===== config.mk =====
export PLATFORM = sky130hd
export DESIGN_NAME = vmem_agen
export DESIGN_NICKNAME = d
export VERILOG_FILES = /design/src/rtl/vmem_agen_pkg.sv /design/src/rtl/vmem_agen_seq.sv /design/src/rtl/vmem_agen_addr.sv /design/src/rtl/vmem_agen.sv
export SDC_FILE = /design/constraint.sdc
export NUM_CORES = 1
export LEC_CHECK = 0
export BUFFER_PORTS_ARGS = -buffer_cell sky130_fd_sc_hd__buf_2
export CORE_AREA = 5 5 132 134
export DETAILED_ROUTE_END_ITERATION = 8
export DIE_AREA = 0 0 137 139
export PLACE_DENSITY = 0.8
export RECOVER_POWER = 25
export SYNTH_ARGS = -nofsm -noshare
export SYNTH_HDL_FRONTEND = slang
export SYNTH_HIERARCHICAL = 1
export SYNTH_SLANG_ARGS = --single-unit

===== constraint.sdc =====
create_clock -name clk -period 4.55 [get_ports clk]
set_clock_uncertainty 0.2 [all_clocks]
set_input_delay 0.6825 -clock clk [delete_from_list [all_inputs] [get_ports clk]]
set_output_delay 0.6825 -clock clk [all_outputs]
set_load 0.02 [all_outputs]

===== src/rtl/vmem_agen_pkg.sv =====
package vmem_agen_pkg;
  // Addressing mode codes as seen on mode_i
  typedef enum logic [1:0] {
    AM_UNIT     = 2'd0,
    AM_STRIDE   = 2'd1,
    AM_INDEX    = 2'd2,
    AM_UNIT_ALT = 2'd3
  } amode_e;

  localparam int unsigned AGEN_ADDR_W = 32;
  localparam int unsigned AGEN_MAX_VL = 64;
  localparam int unsigned AGEN_VLI_W  = 8;
endpackage


===== src/rtl/vmem_agen_seq.sv =====
// Element sequencer: accepts start, clamps the length, counts handshakes,
// and produces the completion pulse.
module vmem_agen_seq #(
  parameter int unsigned MAX_VL = 64,
  parameter int unsigned VLI_W  = 8,
  localparam int unsigned CNT_W = $clog2(MAX_VL) + 1
) (
  input  logic             clk,
  input  logic             rst_n,
  input  logic             start_i,
  input  logic [VLI_W-1:0] vl_i,
  input  logic             fire_i,
  output logic             launch_o,
  output logic             active_o,
  output logic [CNT_W-1:0] cnt_o,
  output logic             done_o
);
  logic             active_q, active_n;
  logic             done_q, done_n;
  logic [CNT_W-1:0] cnt_q, cnt_n;
  logic [CNT_W-1:0] lim_q, lim_n;
  logic [CNT_W-1:0] vl_eff;
  logic [CNT_W-1:0] cnt_inc;
  logic             cnt_en;
  logic             launch;

  assign launch  = start_i && !active_q;
  assign vl_eff  = (vl_i > VLI_W'(MAX_VL)) ? CNT_W'(MAX_VL) : vl_i[CNT_W-1:0];
  assign cnt_inc = cnt_q + CNT_W'(1);
  assign cnt_en  = launch || fire_i;

  always_comb begin
    active_n = active_q;
    done_n   = 1'b0;
    cnt_n    = cnt_q;
    lim_n    = lim_q;
    if (launch) begin
      active_n = (vl_eff != '0);
      done_n   = (vl_eff == '0);
      cnt_n    = '0;
      lim_n    = vl_eff;
    end else if (fire_i) begin
      cnt_n = cnt_inc;
      if (cnt_inc == lim_q) begin
        active_n = 1'b0;
        done_n   = 1'b1;
      end
    end
  end

  always_ff @(posedge clk or negedge rst_n) begin
    if (!rst_n) begin
      active_q <= 1'b0;
      done_q   <= 1'b0;
    end else begin
      active_q <= active_n;
      done_q   <= done_n;
    end
  end

  always_ff @(posedge clk or negedge rst_n) begin
    if (!rst_n) begin
      cnt_q <= '0;
      lim_q <= '0;
    end else if (cnt_en) begin
      cnt_q <= cnt_n;
      lim_q <= lim_n;
    end
  end

  assign launch_o = launch;
  assign active_o = active_q;
  assign cnt_o    = cnt_q;
  assign done_o   = done_q;
endmodule


===== src/rtl/vmem_agen_addr.sv =====
// Address datapath: captures operands at launch and forms the element address.
module vmem_agen_addr
  import vmem_agen_pkg::*;
#(
  parameter int unsigned ADDR_W   = 32,
  parameter int unsigned CNT_W    = 7,
  parameter bit          USE_MULT = 1'b0
) (
  input  logic              clk,
  input  logic              rst_n,
  input  logic              launch_i,
  input  logic              fire_i,
  input  logic [CNT_W-1:0]  cnt_i,
  input  amode_e            mode_i,
  input  logic              store_i,
  input  logic [ADDR_W-1:0] base_i,
  input  logic [ADDR_W-1:0] stride_i,
  input  logic [ADDR_W-1:0] idx_data_i,
  output logic [ADDR_W-1:0] addr_o,
  output logic              store_o,
  output amode_e            mode_o,
  output logic [ADDR_W-1:0] stride_o
);
  amode_e            mode_q;
  logic              store_q;
  logic [ADDR_W-1:0] base_q;
  logic [ADDR_W-1:0] stride_q;
  logic [ADDR_W-1:0] lin_addr;
  logic [ADDR_W-1:0] step;

  assign step = (mode_q == AM_STRIDE) ? stride_q : ADDR_W'(1);

  always_ff @(posedge clk or negedge rst_n) begin
    if (!rst_n) begin
      mode_q   <= AM_UNIT;
      store_q  <= 1'b0;
      base_q   <= '0;
      stride_q <= '0;
    end else if (launch_i) begin
      mode_q   <= mode_i;
      store_q  <= store_i;
      base_q   <= base_i;
      stride_q <= stride_i;
    end
  end

  generate
    if (USE_MULT) begin : g_mul
      // Closed-form offset: one multiplier, no running state
      logic [ADDR_W-1:0] cnt_ext;
      assign cnt_ext  = {{(ADDR_W-CNT_W){1'b0}}, cnt_i};
      assign lin_addr = base_q + step * cnt_ext;
    end else begin : g_run
      // Running accumulator: one adder, advanced on each handshake
      logic [ADDR_W-1:0] run_q, run_n;
      logic              run_en;
      assign run_en = launch_i || fire_i;
      assign run_n  = launch_i ? base_i : (run_q + step);
      always_ff @(posedge clk or negedge rst_n) begin
        if (!rst_n) begin
          run_q <= '0;
        end else if (run_en) begin
          run_q <= run_n;
        end
      end
      assign lin_addr = run_q;
    end
  endgenerate

  assign addr_o   = (mode_q == AM_INDEX) ? (base_q + idx_data_i) : lin_addr;
  assign store_o  = store_q;
  assign mode_o   = mode_q;
  assign stride_o = stride_q;
endmodule


===== src/rtl/vmem_agen.sv =====
module vmem_agen
  import vmem_agen_pkg::*;
#(
  parameter int unsigned ADDR_W   = AGEN_ADDR_W,
  parameter int unsigned MAX_VL   = AGEN_MAX_VL,
  parameter int unsigned VLI_W    = AGEN_VLI_W,
  parameter bit          USE_MULT = 1'b0,
  localparam int unsigned EL_W    = $clog2(MAX_VL),
  localparam int unsigned CNT_W   = EL_W + 1
) (
  input  logic              clk,
  input  logic              rst_n,
  input  logic              start_i,
  input  logic [1:0]        mode_i,
  input  logic              is_store_i,
  input  logic [ADDR_W-1:0] base_i,
  input  logic [ADDR_W-1:0] stride_i,
  input  logic [VLI_W-1:0]  vl_i,
  output logic [EL_W-1:0]   idx_elem_o,
  input  logic [ADDR_W-1:0] idx_data_i,
  output logic              addr_valid_o,
  input  logic              addr_ready_i,
  output logic [ADDR_W-1:0] addr_o,
  output logic [EL_W-1:0]   elem_o,
  output logic              store_o,
  output logic              done_o
);
  logic             launch;
  logic             active;
  logic             fire;
  logic [CNT_W-1:0] cnt;
  amode_e           mode_q;
  logic [ADDR_W-1:0] stride_q;

  assign fire = active && addr_ready_i;

  vmem_agen_seq #(
    .MAX_VL (MAX_VL),
    .VLI_W  (VLI_W)
  ) u_seq (
    .clk      (clk),
    .rst_n    (rst_n),
    .start_i  (start_i),
    .vl_i     (vl_i),
    .fire_i   (fire),
    .launch_o (launch),
    .active_o (active),
    .cnt_o    (cnt),
    .done_o   (done_o)
  );

  vmem_agen_addr #(
    .ADDR_W   (ADDR_W),
    .CNT_W    (CNT_W),
    .USE_MULT (USE_MULT)
  ) u_addr (
    .clk        (clk),
    .rst_n      (rst_n),
    .launch_i   (launch),
    .fire_i     (fire),
    .cnt_i      (cnt),
    .mode_i     (amode_e'(mode_i)),
    .store_i    (is_store_i),
    .base_i     (base_i),
    .stride_i   (stride_i),
    .idx_data_i (idx_data_i),
    .addr_o     (addr_o),
    .store_o    (store_o),
    .mode_o     (mode_q),
    .stride_o   (stride_q)
  );

  assign addr_valid_o = active;
  assign elem_o       = cnt[EL_W-1:0];
  assign idx_elem_o   = cnt[EL_W-1:0];
endmodule


== Word level (Yosys, flattened, before mapping) ==
Index checks and enable logic that the tools add are counted.

* Input bits: 111
* Output and inout port bits: 47
* Word-level logic and storage cells: 39
* Bits in registers: 115

* $lt $le $gt $ge: 1
* Reduce and logical (&&, ||, !) cells: 11
* Equality and inequality tests: 3
* Muxes and demuxes: 12
* Add/sub/neg operators: 3

{| class="wikitable"
|+ Operator list
! operator !! number
|-
| 32-bit two-way mux || 3
|-
| 32-bit adder || 2
|-
| 7-bit two-way mux || 3
|-
| 8-bit by 7-bit greater-than comparator with 1-bit output (second input constant) || 1
|-
| 7-bit by 1-bit adder with 7-bit output (second input constant) || 1
|-
| 7-bit == test || 1
|-
| 7-bit zero test || 1
|-
| 7-bit nonzero test || 1
|-
| 1-bit two-way mux || 6
|-
| 2-bit AND reduction || 3
|-
| 2-bit nonzero test || 2
|-
| 2-bit by 1-bit == test with 1-bit output (second input constant) || 1
|-
| 2-bit == test (second input constant) || 1
|-
| 1-bit logical AND || 2
|-
| 1-bit zero test || 1
|-
| 1-bit logical OR || 1
|}

== Logic depth before layout (Yosys ltp) ==
Gate-level depths: netlist (run 1).

* Depth in word-level cells: 5
* Depth in mapped cells: 13
* Gate-level depth less buffers: 12

== Modules after synthesis ==
The synthesis (run 1) kept the hierarchy.

{| class="wikitable"
|+ By module, submodules not included
! module !! area an instance (um2) !! times used !! seq. area each (um2) !! cells an instance
|-
| vmem_agen_addr || 7800.0 || 1 || 2477.4 || 903
|-
| vmem_agen_seq || 843.3 || 1 || 400.4 || 82
|-
| vmem_agen || 51.3 || 1 || 0.0 || 7
|}

== Least setup slack after synthesis (run 1) ==
No wires, ideal clock.

* Path kind: input port to output port
* Start point: input idx_data_i[0]
* End point: output addr_o[20]
* Cell stages on the path: 11
* Data required time: 3668 ps
* Arrival: 3064 ps
* Setup slack: 604 ps
* Path through: ha_1 -> inv_1 -> fa_1 -> nor2b_1 -> o211ai_1 -> a31oi_1 -> o21ai_1 -> a2111oi_0 -> o31a_1 -> nor3_1 -> o31ai_1

* Longest elaborated chain between the ends: 2

{| class="wikitable"
|+ Ends and longest elaborated chain
! item !! line !! source
|-
| from (decl) || vmem_agen.sv:20 || <nowiki>input logic [ADDR_W-1:0] idx_data_i,</nowiki>
|-
| 32-bit adder || vmem_agen_addr.sv:70 || <nowiki>assign addr_o = (mode_q == AM_INDEX) ? (base_q + idx_data_i) : lin_addr;</nowiki>
|-
| 32-bit two-way mux || vmem_agen_addr.sv:70 ||
|-
| to (decl) || vmem_agen.sv:23 || <nowiki>output logic [ADDR_W-1:0] addr_o,</nowiki>
|}

Every way passes these cells.

== Worst setup path after layout (run 1) ==
* Start point: register u_addr.base_q[0]
* End point: output addr_o[20]

* Longest elaborated chain between the ends: 2

{| class="wikitable"
|+ Ends and longest elaborated chain
! item !! line !! source
|-
| from (decl) || vmem_agen_addr.sv:26 || <nowiki>logic [ADDR_W-1:0] base_q;</nowiki>
|-
| from (signal assigned) || vmem_agen_addr.sv:42 || <nowiki>base_q <= base_i;</nowiki>
|-
| 32-bit adder || vmem_agen_addr.sv:70 ||
|-
| 32-bit two-way mux || vmem_agen_addr.sv:70 ||
|}

Every way passes these cells.

==> results of run 1 <==
-- flip-flops by register name (all words and copies together), names as in the netlist --
signal / flops
u_addr/base_q: 32
u_addr/g_run.run_q: 32
u_addr/mode_o: 2
u_addr/store_o: 1
u_addr/stride_o: 32
u_seq/active_o: 1
u_seq/cnt_o: 7
u_seq/done_o: 1
u_seq/lim_q: 7
-- worst paths after layout --
check,start,end,slack [ns],depth (start not counted)
min in group asynchronous,rst_n,u_addr/g_run.run_q[0]$_DFFE_PN0P_,0.52,1
worst min-delay path,u_addr/stride_o[4]$_DFFE_PN0P_,u_addr/stride_o[4]$_DFFE_PN0P_,0.30,1
worst max register to register,u_addr/mode_o[1]$_DFFE_PN0P_,u_addr/g_run.run_q[28]$_DFFE_PN0P_,0.63,13
worst min register to register,u_addr/stride_o[4]$_DFFE_PN0P_,u_addr/stride_o[4]$_DFFE_PN0P_,0.30,1
worst max-delay path,u_addr/base_q[0]$_DFFE_PN0P_,addr_o[20],0.26,13
max in group asynchronous,rst_n,u_addr/g_run.run_q[24]$_DFFE_PN0P_,1.83,2
-- report_power, final --
part / switching (W) / internal (W)
Clock: 0.000463 / 0.000988
Sequential: 0.000457 / 0.00153
Combinational: 0.00267 / 0.00189
-- area by class of cell --
| class | count | area share [%] |
|---|---|---|
| flip-flops and latches | 115 | 28.1 |
| clock buffers | 20 | 4.37 |
| well taps | 220 | 2.69 |
| clock inverters | 12 | 2.01 |
| multi-input cells | 784 | 53.2 |
| repair buffers | 164 | 8.13 |
| inverters | 40 | 1.49 |
-- critical path, delay by kind of cell, from the launching register on --
family / cells / cell delay (ns)
AO/OA/AOI/OAI: 6 / 1.35
buffers and inverters: 3 / 0.47
adder cells (fa/ha/maj): 2 / 0.61
flip-flops: 1 / 0.37
AND/OR/NAND/NOR: 2 / 0.21
-- per-stage QoR --
step	cells	hold WS, ns
floorplan	992	0.187
CTS	1355	0.0156
global route	1355	0.300
finish	1355	0.296
detailed placement	1323	0.288
global placement	1323	0.281
-- logic make-up (layout without fill, tap and decap cells) --
kind of cell               count (synthesis)  after routing  share of synthesized area [%]
AOI/OAI and AO/OA                        310            310                           23.1
xor gates and xnor gates                  59             59                           5.94
adders and majority gates                 65             65                           9.53
buffers and inverters                     93            236                           4.37
DFF                                      115            115                           33.1
muxes                                     63             63                           7.93
and+or+nand+nor                          287            287                           16.1
-- cells in the final DEF (no fill, tap or decap), types with 9 or more instances in the layout --
| cell type | count |
|---|---|
| buf_2 | 156 |
| dfrtp_1 | 115 |
| nand2_1 | 103 |
| o21ai_0 | 94 |
| a21oi_1 | 69 |
| ha_1 | 63 |
| nor2_1 | 51 |
| mux2_2 | 46 |
| inv_1 | 38 |
| and2_1 | 34 |
| xor2_1 | 30 |
| a21o_1 | 29 |
| xnor2_1 | 29 |
| clkbuf_16 | 17 |
| nand3_1 | 17 |
| mux2i_1 | 16 |
| o21ai_1 | 15 |
| nand4_1 | 13 |
| nand2b_1 | 13 |
| and3_1 | 11 |
| or3_1 | 11 |
| o31ai_1 | 10 |
| o21a_1 | 10 |
| nor2b_1 | 10 |
| a211oi_1 | 10 |
| nor3_1 | 9 |
-- routing by layer --
metal | part of all wire, % | up-vias
met1 | 47 | 3634
met4 | 1.3 | 2
li1 | - | 3853
met3 | 6.9 | 28
met2 | 44 | 258
met5 | 0.030 | -
==> results.cfg, run 1 <==
[outcome]
status = finished with violations
violations = capacitance limit, slew limit

[setup_path]
cp-end-kind = output pin
slowest_stage = fa_1
path_max_fanout = 3
crit_arrival_ns = 3.41
critPathKind = reg -> out
crit_chain = ha_1, inv_1, fa_1, nor2b_1, o211ai_1, a31oi_1, o21ai_1, a2111oi_1, buf_4, o31a_1, nor3_1, o31ai_1, buf_2
critPathMaxStageDelay_ns = 0.41
cp.required_ns = 3.67
start_kind = flip-flop

[routing]
vias = 7775
drcViolationCount = 0
routed_wl_mm = 23.2
antenna_left = 0
drtIter0Drc = 467
firstDrtPassIters = 7
vias_per_cell = 5.74
routedWlPerCell_um = 17.1

[synth]
synthTopCellsByCount = dfrtp_1 (115), nand2_1 (103), o21ai_0 (94)
yosysMostFrequentCell = dfrtp_1
synth_edf_count = 0
synthFlopType = dfrtp_1
avgSynthCellArea_sq_um = 8.76
synth_nets = 1168
synth_area_sq_um = 8690
synthTopCellsByArea = dfrtp_1 (33%), ha_1 (9.1%), mux2_2 (6.0%)
ys_seq_area_share_pct = 33.1
synth_top_area_share_pct = 33.1
yosys.cell_types.count = 78
yosysTopAreaCell = dfrtp_1
ys_ff_latch = 115
yosys_warnings = 6
postSynth.asyncResetShare_pct = 100
syn_inst = 992

[floorplanning]
fp.dieW_um = 137
rows = 47
fp.dieH_um = 139
core-area_sq_um = 16200
io_pins = 158
initial_utilization_pct = 53.8
dieArea_sq_um = 19000

[layout]
post_route_cells_drive_above_1_share_pct = 22.6
register_area_sq_um = 2880
antenna_cells = 0
multi_input_area_sq_um = 5440
layout.nets = 1298
postLayoutCoreUtil_pct = 63.3
area_growth_syn_to_layout_pct = 17.7
fill_cells = 1384
final_area_sq_um = 10200

[grt]
met3_usage_pct = 3.77
antenna_found_initial = 1
grt_usage_pct = 24.4
grtUsageMet1_pct = 36.8
grt_max_degree = 87
grtUsageMet2_pct = 36.6
top_usage_layer = met1
grt_pass1_vias = 7466
grt_overflow_total = 0
grt_pass1_wl_mm = 37.6

[min_path]
worstHoldPathType = reg -> reg

[sta]
fin_crit_ns = 4.29
finalCritPeriodShare_pct = 94.3
timing.setup.tns_ns = 0
slew_headroom_pct = -13.6
grt_setup_unrepaired = no
hold_violations = 0
drv_slew = 34
setup_ws_ns = 0.257
worst_slew_pin_slew_ns = 1.70
setup-violations-final = 0
max_freq_mhz = 233

[pwr]
p_total_w = 0.00800
vdd_drop_max_mv = 0.434
p_leak_nw = 4.94
power_density_nw_per_um2 = 782

[placement]
post-place-ws_ns = 0.299
gp_congestion = 0.925
portBuffers = 157
hpwl_mm = 17.9
place_area_sq_um = 9590

[cts]
post_cts_buffers = 0
clockRootBuffer = clkbuf_16
cts_sinks = 115
post_cts_resized = 0
clkTransAtPathRegs_ns = 0.06
cts_made_buffers = 17
clk-insertion-delay-late_ns = 0.40
cts-hold-fix-buffers = 0
cts_tree = yes
htreeDepth = 4
cts_buffer_depth = 2

[flow_run]
cap_violations = 1
Power figures use the tool's default switching activity.
==> inputs of run 2 (changes only) <==
--- a/config.mk
+++ b/config.mk
@@ -5,11 +5,13 @@
 export SDC_FILE = /design/constraint.sdc
 export NUM_CORES = 1
 export LEC_CHECK = 0
+export ABC_AREA = 1
 export BUFFER_PORTS_ARGS = -buffer_cell sky130_fd_sc_hd__buf_2
-export CORE_AREA = 5 5 132 134
+export CORE_AREA = 5 5 142 144
+export CTS_CLUSTER_DIAMETER = 50
 export DETAILED_ROUTE_END_ITERATION = 8
-export DIE_AREA = 0 0 137 139
-export PLACE_DENSITY = 0.8
+export DIE_AREA = 0 0 147 149
+export PLACE_DENSITY = 0.79
 export RECOVER_POWER = 25
 export SYNTH_ARGS = -nofsm -noshare
 export SYNTH_HDL_FRONTEND = slang
==> constraint.sdc (replaced) <==
create_clock -name clk -period 5.6 [get_ports clk]
set_clock_uncertainty 0.2 [all_clocks]
set_input_delay 0.84 -clock clk [delete_from_list [all_inputs] [get_ports clk]]
set_output_delay 0.84 -clock clk [all_outputs]
set_load 0.02 [all_outputs]
==> results.cfg, run 2 <==
[cts]
post_cts_resized = 0
htreeDepth = 4
cts_sinks = 115
cts_buffer_depth = 2
clk-insertion-delay-late_ns = 0.41
cts_made_buffers = 17
cts-hold-fix-buffers = 0
clkTransAtPathRegs_ns = 0.06
post_cts_buffers = 0
cts_tree = yes
clockRootBuffer = clkbuf_16

[layout]
post_route_cells_drive_above_1_share_pct = 13.7
antenna_cells = 0
layout_commonest_cell = nand2_1
layout_common_cells = nand2_1 (702), inv_1 (300), buf_2 (156), nor2_1 (118), dfrtp_1 (115)
layout.nets = 2013
area_growth_syn_to_layout_pct = 15.5

[synth]
yosys.cell_types.count = 40
ys_ff_latch = 115
synth_area_sq_um = 10100
ys_seq_area_share_pct = 28.4
synthTopCellsByArea = dfrtp_1 (28%), nand2_1 (26%), inv_1 (11%)
yosysTopAreaCell = dfrtp_1
avgSynthCellArea_sq_um = 5.98
synth_edf_count = 0
syn_inst = 1691
synth_top_area_share_pct = 28.4
yosys_warnings = 6
yosysMostFrequentCell = nand2_1
postSynth.asyncResetShare_pct = 100
synth_nets = 1867
synthTopCellsByCount = nand2_1 (702), inv_1 (300), nor2_1 (120)
synthFlopType = dfrtp_1

[setup_path]
crit_chain = nor2_2, buf_4, clkinv_1, a21oi_1, o21ai_0, nand2_1, buf_2
start_kind = flip-flop
slowest_stage = clkinv_1
r2r_slack_ns = 2.22
reg2reg_from = u_addr/mode_o[0]$_DFFE_PN0P_
cp_top_family = buffers and inverters
crit_arrival_ns = 2.96
reg2reg_depth = 13
r2r_end = u_addr/g_run.run_q[20]$_DFFE_PN0P_
critPathKind = reg -> out
path_max_fanout = 34
crit_buf_inv = 3
critPathMaxStageDelay_ns = 0.90
cp.required_ns = 4.56
cp-end-kind = output pin

[floorplanning]
rows = 50
fp.dieW_um = 147
core-area_sq_um = 18600
fp.dieH_um = 149
io_pins = 158
initial_utilization_pct = 54.4
dieArea_sq_um = 21900

[min_path]
worstHoldPathType = reg -> reg
min_from = u_addr/store_o$_DFFE_PN0P_
hold_depth = 2
hold_end = u_addr/store_o$_DFFE_PN0P_

[placement]
hpwl_mm = 23.6
portBuffers = 157
gp_congestion = 0.950

[routing]
drtIter0Drc = 711
routed_wl_mm = 29.3
routedWlPerCell_um = 14.1
firstDrtPassIters = 5
vias = 10600
drcViolationCount = 0
antenna_left = 0
vias_per_cell = 5.11

[pwr]
power_density_nw_per_um2 = 569
p_leak_nw = 7.06
vdd_drop_max_mv = 0.252

[sta]
hold_violations = 0
setup-violations-final = 0
grt_setup_unrepaired = no
hold-worst-slack_ns = 0.272
drv_slew = 0
worst_slew_pin_slew_ns = 1.15
finalCritPeriodShare_pct = 71.4
slew_headroom_pct = 23.5
timing.setup.tns_ns = 0
max_freq_mhz = 250
fin_crit_ns = 4.00

[grt]
grt_overflow_total = 0
grt_pass1_vias = 10000
grt_usage_pct = 26.5
grt_max_degree = 86
antenna_found_initial = 0
grt_pass1_wl_mm = 47.2

[flow_run]
cap_violations = 0

[outcome]
status = completed
==> run 2: power by group <==
part	internal, W	switching, W
sequential	0.00123	0.000317
combinational	0.00134	0.00268
clock	0.000671	0.000411
total	0.00324	0.00341
==> run 2: cells by family after synthesis <==
kind of cell	Yosys count	share of synthesized area, %
AND/OR/NAND/NOR	1001	40.6
buffers and inverters	350	13.4
AO/OA/AOI/OAI	147	8.23
flip-flops	115	28.4
adder cells (fa/ha/maj)	65	8.19
XOR/XNOR	13	1.13
==> run 2: final cells by class <==
cell class / count / area [sq um]
inverter: 315 / 1180
sequential: 115 / 2880
fill: 1788 / 6900
tap: 234 / 293
timing repair buffer: 162 / 838
clock inverter: 14 / 154
clock buffer: 18 / 439
multi-input combinational: 1226 / 5900
==> run 2: how the worst max path moves through the flow <==
stage | from | to | slack (ns) | depth (start not counted)
detailed placement | idx_data_i[0] | addr_o[28] | 1.81 | 14
CTS | u_addr/mode_o[0]$_DFFE_PN0P_ | addr_o[2] | 1.58 | 7
global route | u_addr/mode_o[1]$_DFFE_PN0P_ | addr_o[10] | 1.39 | 8
floorplan | idx_data_i[0] | addr_o[16] | 2.26 | 13
finish | u_addr/mode_o[0]$_DFFE_PN0P_ | addr_o[10] | 1.60 | 7
global placement | idx_data_i[0] | addr_o[16] | 1.90 | 15
==> run 2: through the flow <==
step | utilization, % | power [W] | setup WS (ns) | cells | area, sq um
after floorplan | - | 0.00440 | 2.26 | 1691 | 10100
after global placement | 59.7 | 0.00540 | 1.90 | 2052 | 11100
final | 62.9 | 0.00665 | 1.60 | 2084 | 11700
after CTS | 62.9 | 0.00662 | 1.58 | 2084 | 11700
after detailed placement | 59.7 | 0.00550 | 1.81 | 2052 | 11100
after global routing | 62.9 | 0.00723 | 1.39 | 2084 | 11700
==> run 2: worst reg2reg max path: stages, from the launching register on <==
cell     delay, ns
dfrtp_1       0.39
inv_1         0.07
nor2_1        0.11
inv_1         0.73
nor2_1        0.19
fa_1          0.51
nand3_1       0.14
nand3_2       0.13
nand3_1       0.10
nand3_1       0.22
nand2_1       0.15
nand3_1       0.07
nand3_1       0.14
nand3_1       0.09
==> run 2: per-layer routing <==
layer  global-route usage [%]  up-vias  part of all wire [%]
li1                         -     5457                     -
met1                     35.9     4739                    44
met2                     43.0      382                    45
met3                     3.52       70                   6.9
met4                     11.0        0                   3.6
met5                        0        -                     0
==> inputs of run 3 (changes only) <==
--- a/config.mk
+++ b/config.mk
@@ -5,13 +5,13 @@
 export SDC_FILE = /design/constraint.sdc
 export NUM_CORES = 1
 export LEC_CHECK = 0
-export ABC_AREA = 1
+export ABC_AREA = 0
 export BUFFER_PORTS_ARGS = -buffer_cell sky130_fd_sc_hd__buf_2
-export CORE_AREA = 5 5 142 144
+export CORE_AREA = 5 5 132 134
 export CTS_CLUSTER_DIAMETER = 50
 export DETAILED_ROUTE_END_ITERATION = 8
-export DIE_AREA = 0 0 147 149
-export PLACE_DENSITY = 0.79
+export DIE_AREA = 0 0 137 139
+export PLACE_DENSITY = 0.8
 export RECOVER_POWER = 25
 export SYNTH_ARGS = -nofsm -noshare
 export SYNTH_HDL_FRONTEND = slang
==> constraint.sdc (replaced) <==
create_clock -name clk -period 3.7 [get_ports clk]
set_clock_uncertainty 0.2 [all_clocks]
set_input_delay 0.555 -clock clk [delete_from_list [all_inputs] [get_ports clk]]
set_output_delay 0.555 -clock clk [all_outputs]
set_load 0.02 [all_outputs]
==> results.cfg, run 3 (synthesis results as in run 1) <==
[cts]
cts_sinks = 115
cts_tree = yes
clockRootBuffer = clkbuf_16
cts-hold-fix-buffers = 0
clk-insertion-delay-late_ns = 0.41
htreeDepth = 4
cts_made_buffers = 17
clkTransAtPathRegs_ns = 0.06
cts_buffer_depth = 2

[routing]
vias_per_cell = 5.79
firstDrtPassIters = 5
antenna_left = 0
drtIter0Drc = 511
vias = 8130
routedWlPerCell_um = 17.4
routed_wl_mm = 24.4
drcViolationCount = 0

[pwr]
p_sw_w = 0.00470
power.share.sequential_pct = 22.7
p_leak_nw = 5.25
p_clk_share_pct = 17.9
p_int_w = 0.00605
swShare_pct = 43.7
power_density_nw_per_um2 = 979
vdd_drop_max_mv = 0.546
comb_power_share_pct = 59.4

[sta]
drv_slew = 64
fin_crit_ns = 3.85
setup_ws_ns = -0.150
worst_slew_pin_slew_ns = 1.53
grt_setup_unrepaired = yes
max_freq_mhz = 260
setup-violations-final = 7
slew_headroom_pct = -2.13
finalCritPeriodShare_pct = 104
hold_violations = 0

[grt]
antenna_found_initial = 1
grt_max_degree = 64
grt_pass1_wl_mm = 39.1
grt_overflow_total = 0
grt_usage_pct = 25.3
grt_pass1_vias = 7840

[layout]
area_growth_syn_to_layout_pct = 26.2
layout_common_cells = buf_2 (145), dfrtp_1 (115), nand2_1 (103), o21ai_0 (87), a21oi_1 (63)
final_area_sq_um = 11000
layout_commonest_cell = buf_2
post_route_cells_drive_above_1_share_pct = 28.9
antenna_cells = 0
postLayoutCoreUtil_pct = 67.8
layout.nets = 1348

[floorplanning]
dieArea_sq_um = 19000
io_pins = 158
initial_utilization_pct = 53.8
rows = 47
fp.dieH_um = 139
fp.dieW_um = 137
core-area_sq_um = 16200

[setup_path]
cp-end-kind = output pin
start_kind = flip-flop
path_max_fanout = 4
cp.required_ns = 2.94
crit_arrival_ns = 3.10
critPathKind = reg -> out

[placement]
portBuffers = 157
gp_congestion = 0.931
place_area_sq_um = 9920
hpwl_mm = 18.3

[min_path]
worstHoldPathType = in -> reg

[flow_run]
cap_violations = 1

[outcome]
status = finished with violations
violations = capacitance limit, slew limit, setup timing
==> run 3: cell types whose count changed in the layout (fill, tap and decap cells not counted), sizes merged, moves of 16 or more <==
cell / previous run / this run
nand2: 724 / 103
inv: 316 / 39
nand3: 112 / 18
nor2: 129 / 51
buf: 162 / 211
o21ai: 61 / 110
mux2: 0 / 47
and2: 6 / 34
a21o: 2 / 29
xor2: 4 / 30
a21oi: 49 / 70
xnor2: 9 / 29
mux2i: 0 / 16
==> run 3: metal layers <==
metal / up-vias / track usage, % / share of wire [%]
li1: 3950 / - / -
met1: 3877 / 37.4 / 47
met2: 271 / 38.2 / 45
met3: 30 / 4.25 / 6.5
met4: 2 / 6.67 / 1.3
met5: - / 0 / 0.082
==> run 3: power by group through the flow <==
stage          registers (W)  clock network, W  logic (W)
2_1_floorplan        0.00224                 0    0.00430
3_3_place_gp         0.00239                 0    0.00570
3_5_place_dp         0.00242                 0    0.00583
4_1_cts              0.00241           0.00195    0.00607
5_1_grt              0.00251           0.00201    0.00699
6_report             0.00244           0.00193    0.00638
==> run 3: final timing paths <==
kind                                                  from  slack, ns                                 end  cells after the start
setup / recovery              u_addr/base_q[0]$_DFFE_PN0P_      -0.15                          addr_o[30]                     14
hold / removal                                  base_i[10]       0.18       u_addr/base_q[10]$_DFFE_PN0P_                      3
setup reg to reg              u_addr/mode_o[0]$_DFFE_PN0P_       0.11  u_addr/g_run.run_q[31]$_DFFE_PN0P_                     12
hold reg to reg            u_addr/stride_o[15]$_DFFE_PN0P_       0.29     u_addr/stride_o[15]$_DFFE_PN0P_                      1
max in group asynchronous                            rst_n       0.93  u_addr/g_run.run_q[30]$_DFFE_PN0P_                      2
min in group asynchronous                            rst_n       0.22      u_addr/stride_o[2]$_DFFE_PN0P_                      1
==> run 3: worst max-delay path: stages, from the launching register on <==
cell and delay, ns:
dfrtp_1 0.40, ha_2 0.19, inv_2 0.06, fa_2 0.21, nor2b_2 0.04, o211ai_1 0.23, a31oi_2 0.15, buf_4 0.16
nand2b_4 0.15, o311ai_4 0.37, buf_4 0.18, a21oi_2 0.06, o21ai_1 0.17, o311ai_2 0.13, buf_4 0.17
==> run 3: cell type report <==
cell class                 instances  area (sq um)
clock buffer                      19           443
clock inverter                    13           255
fill                            1281          5200
inverter                          40           153
multi-input combinational        784          5690
sequential                       115          2880
tap                              220           275
timing repair buffer             214          1280
==> run 3: through the flow <==
stage / total power (W) / hold WS, ns / TNS, ns / std cells / worst slack [ns]
2_1_floorplan: 0.00654 / 0.0594 / 0 / 992 / 0.00876
3_3_place_gp: 0.00809 / 0.281 / -0.440 / 1364 / -0.186
3_5_place_dp: 0.00826 / 0.287 / -0.989 / 1364 / -0.246
4_1_cts: 0.0104 / 0.00645 / -0.500 / 1400 / -0.118
5_1_grt: 0.0115 / 0.182 / -2.30 / 1405 / -0.309
6_report: 0.0107 / 0.177 / -0.752 / 1405 / -0.150
==> run 3: timing repair <==
item / in CTS / in global routing
endpoints found under the setup margin: 16 / 21
pin swaps: 19 / 19
gates cloned: 0 / 1
buffers inserted: 5 / 4
gates resized for setup: 30 / 37
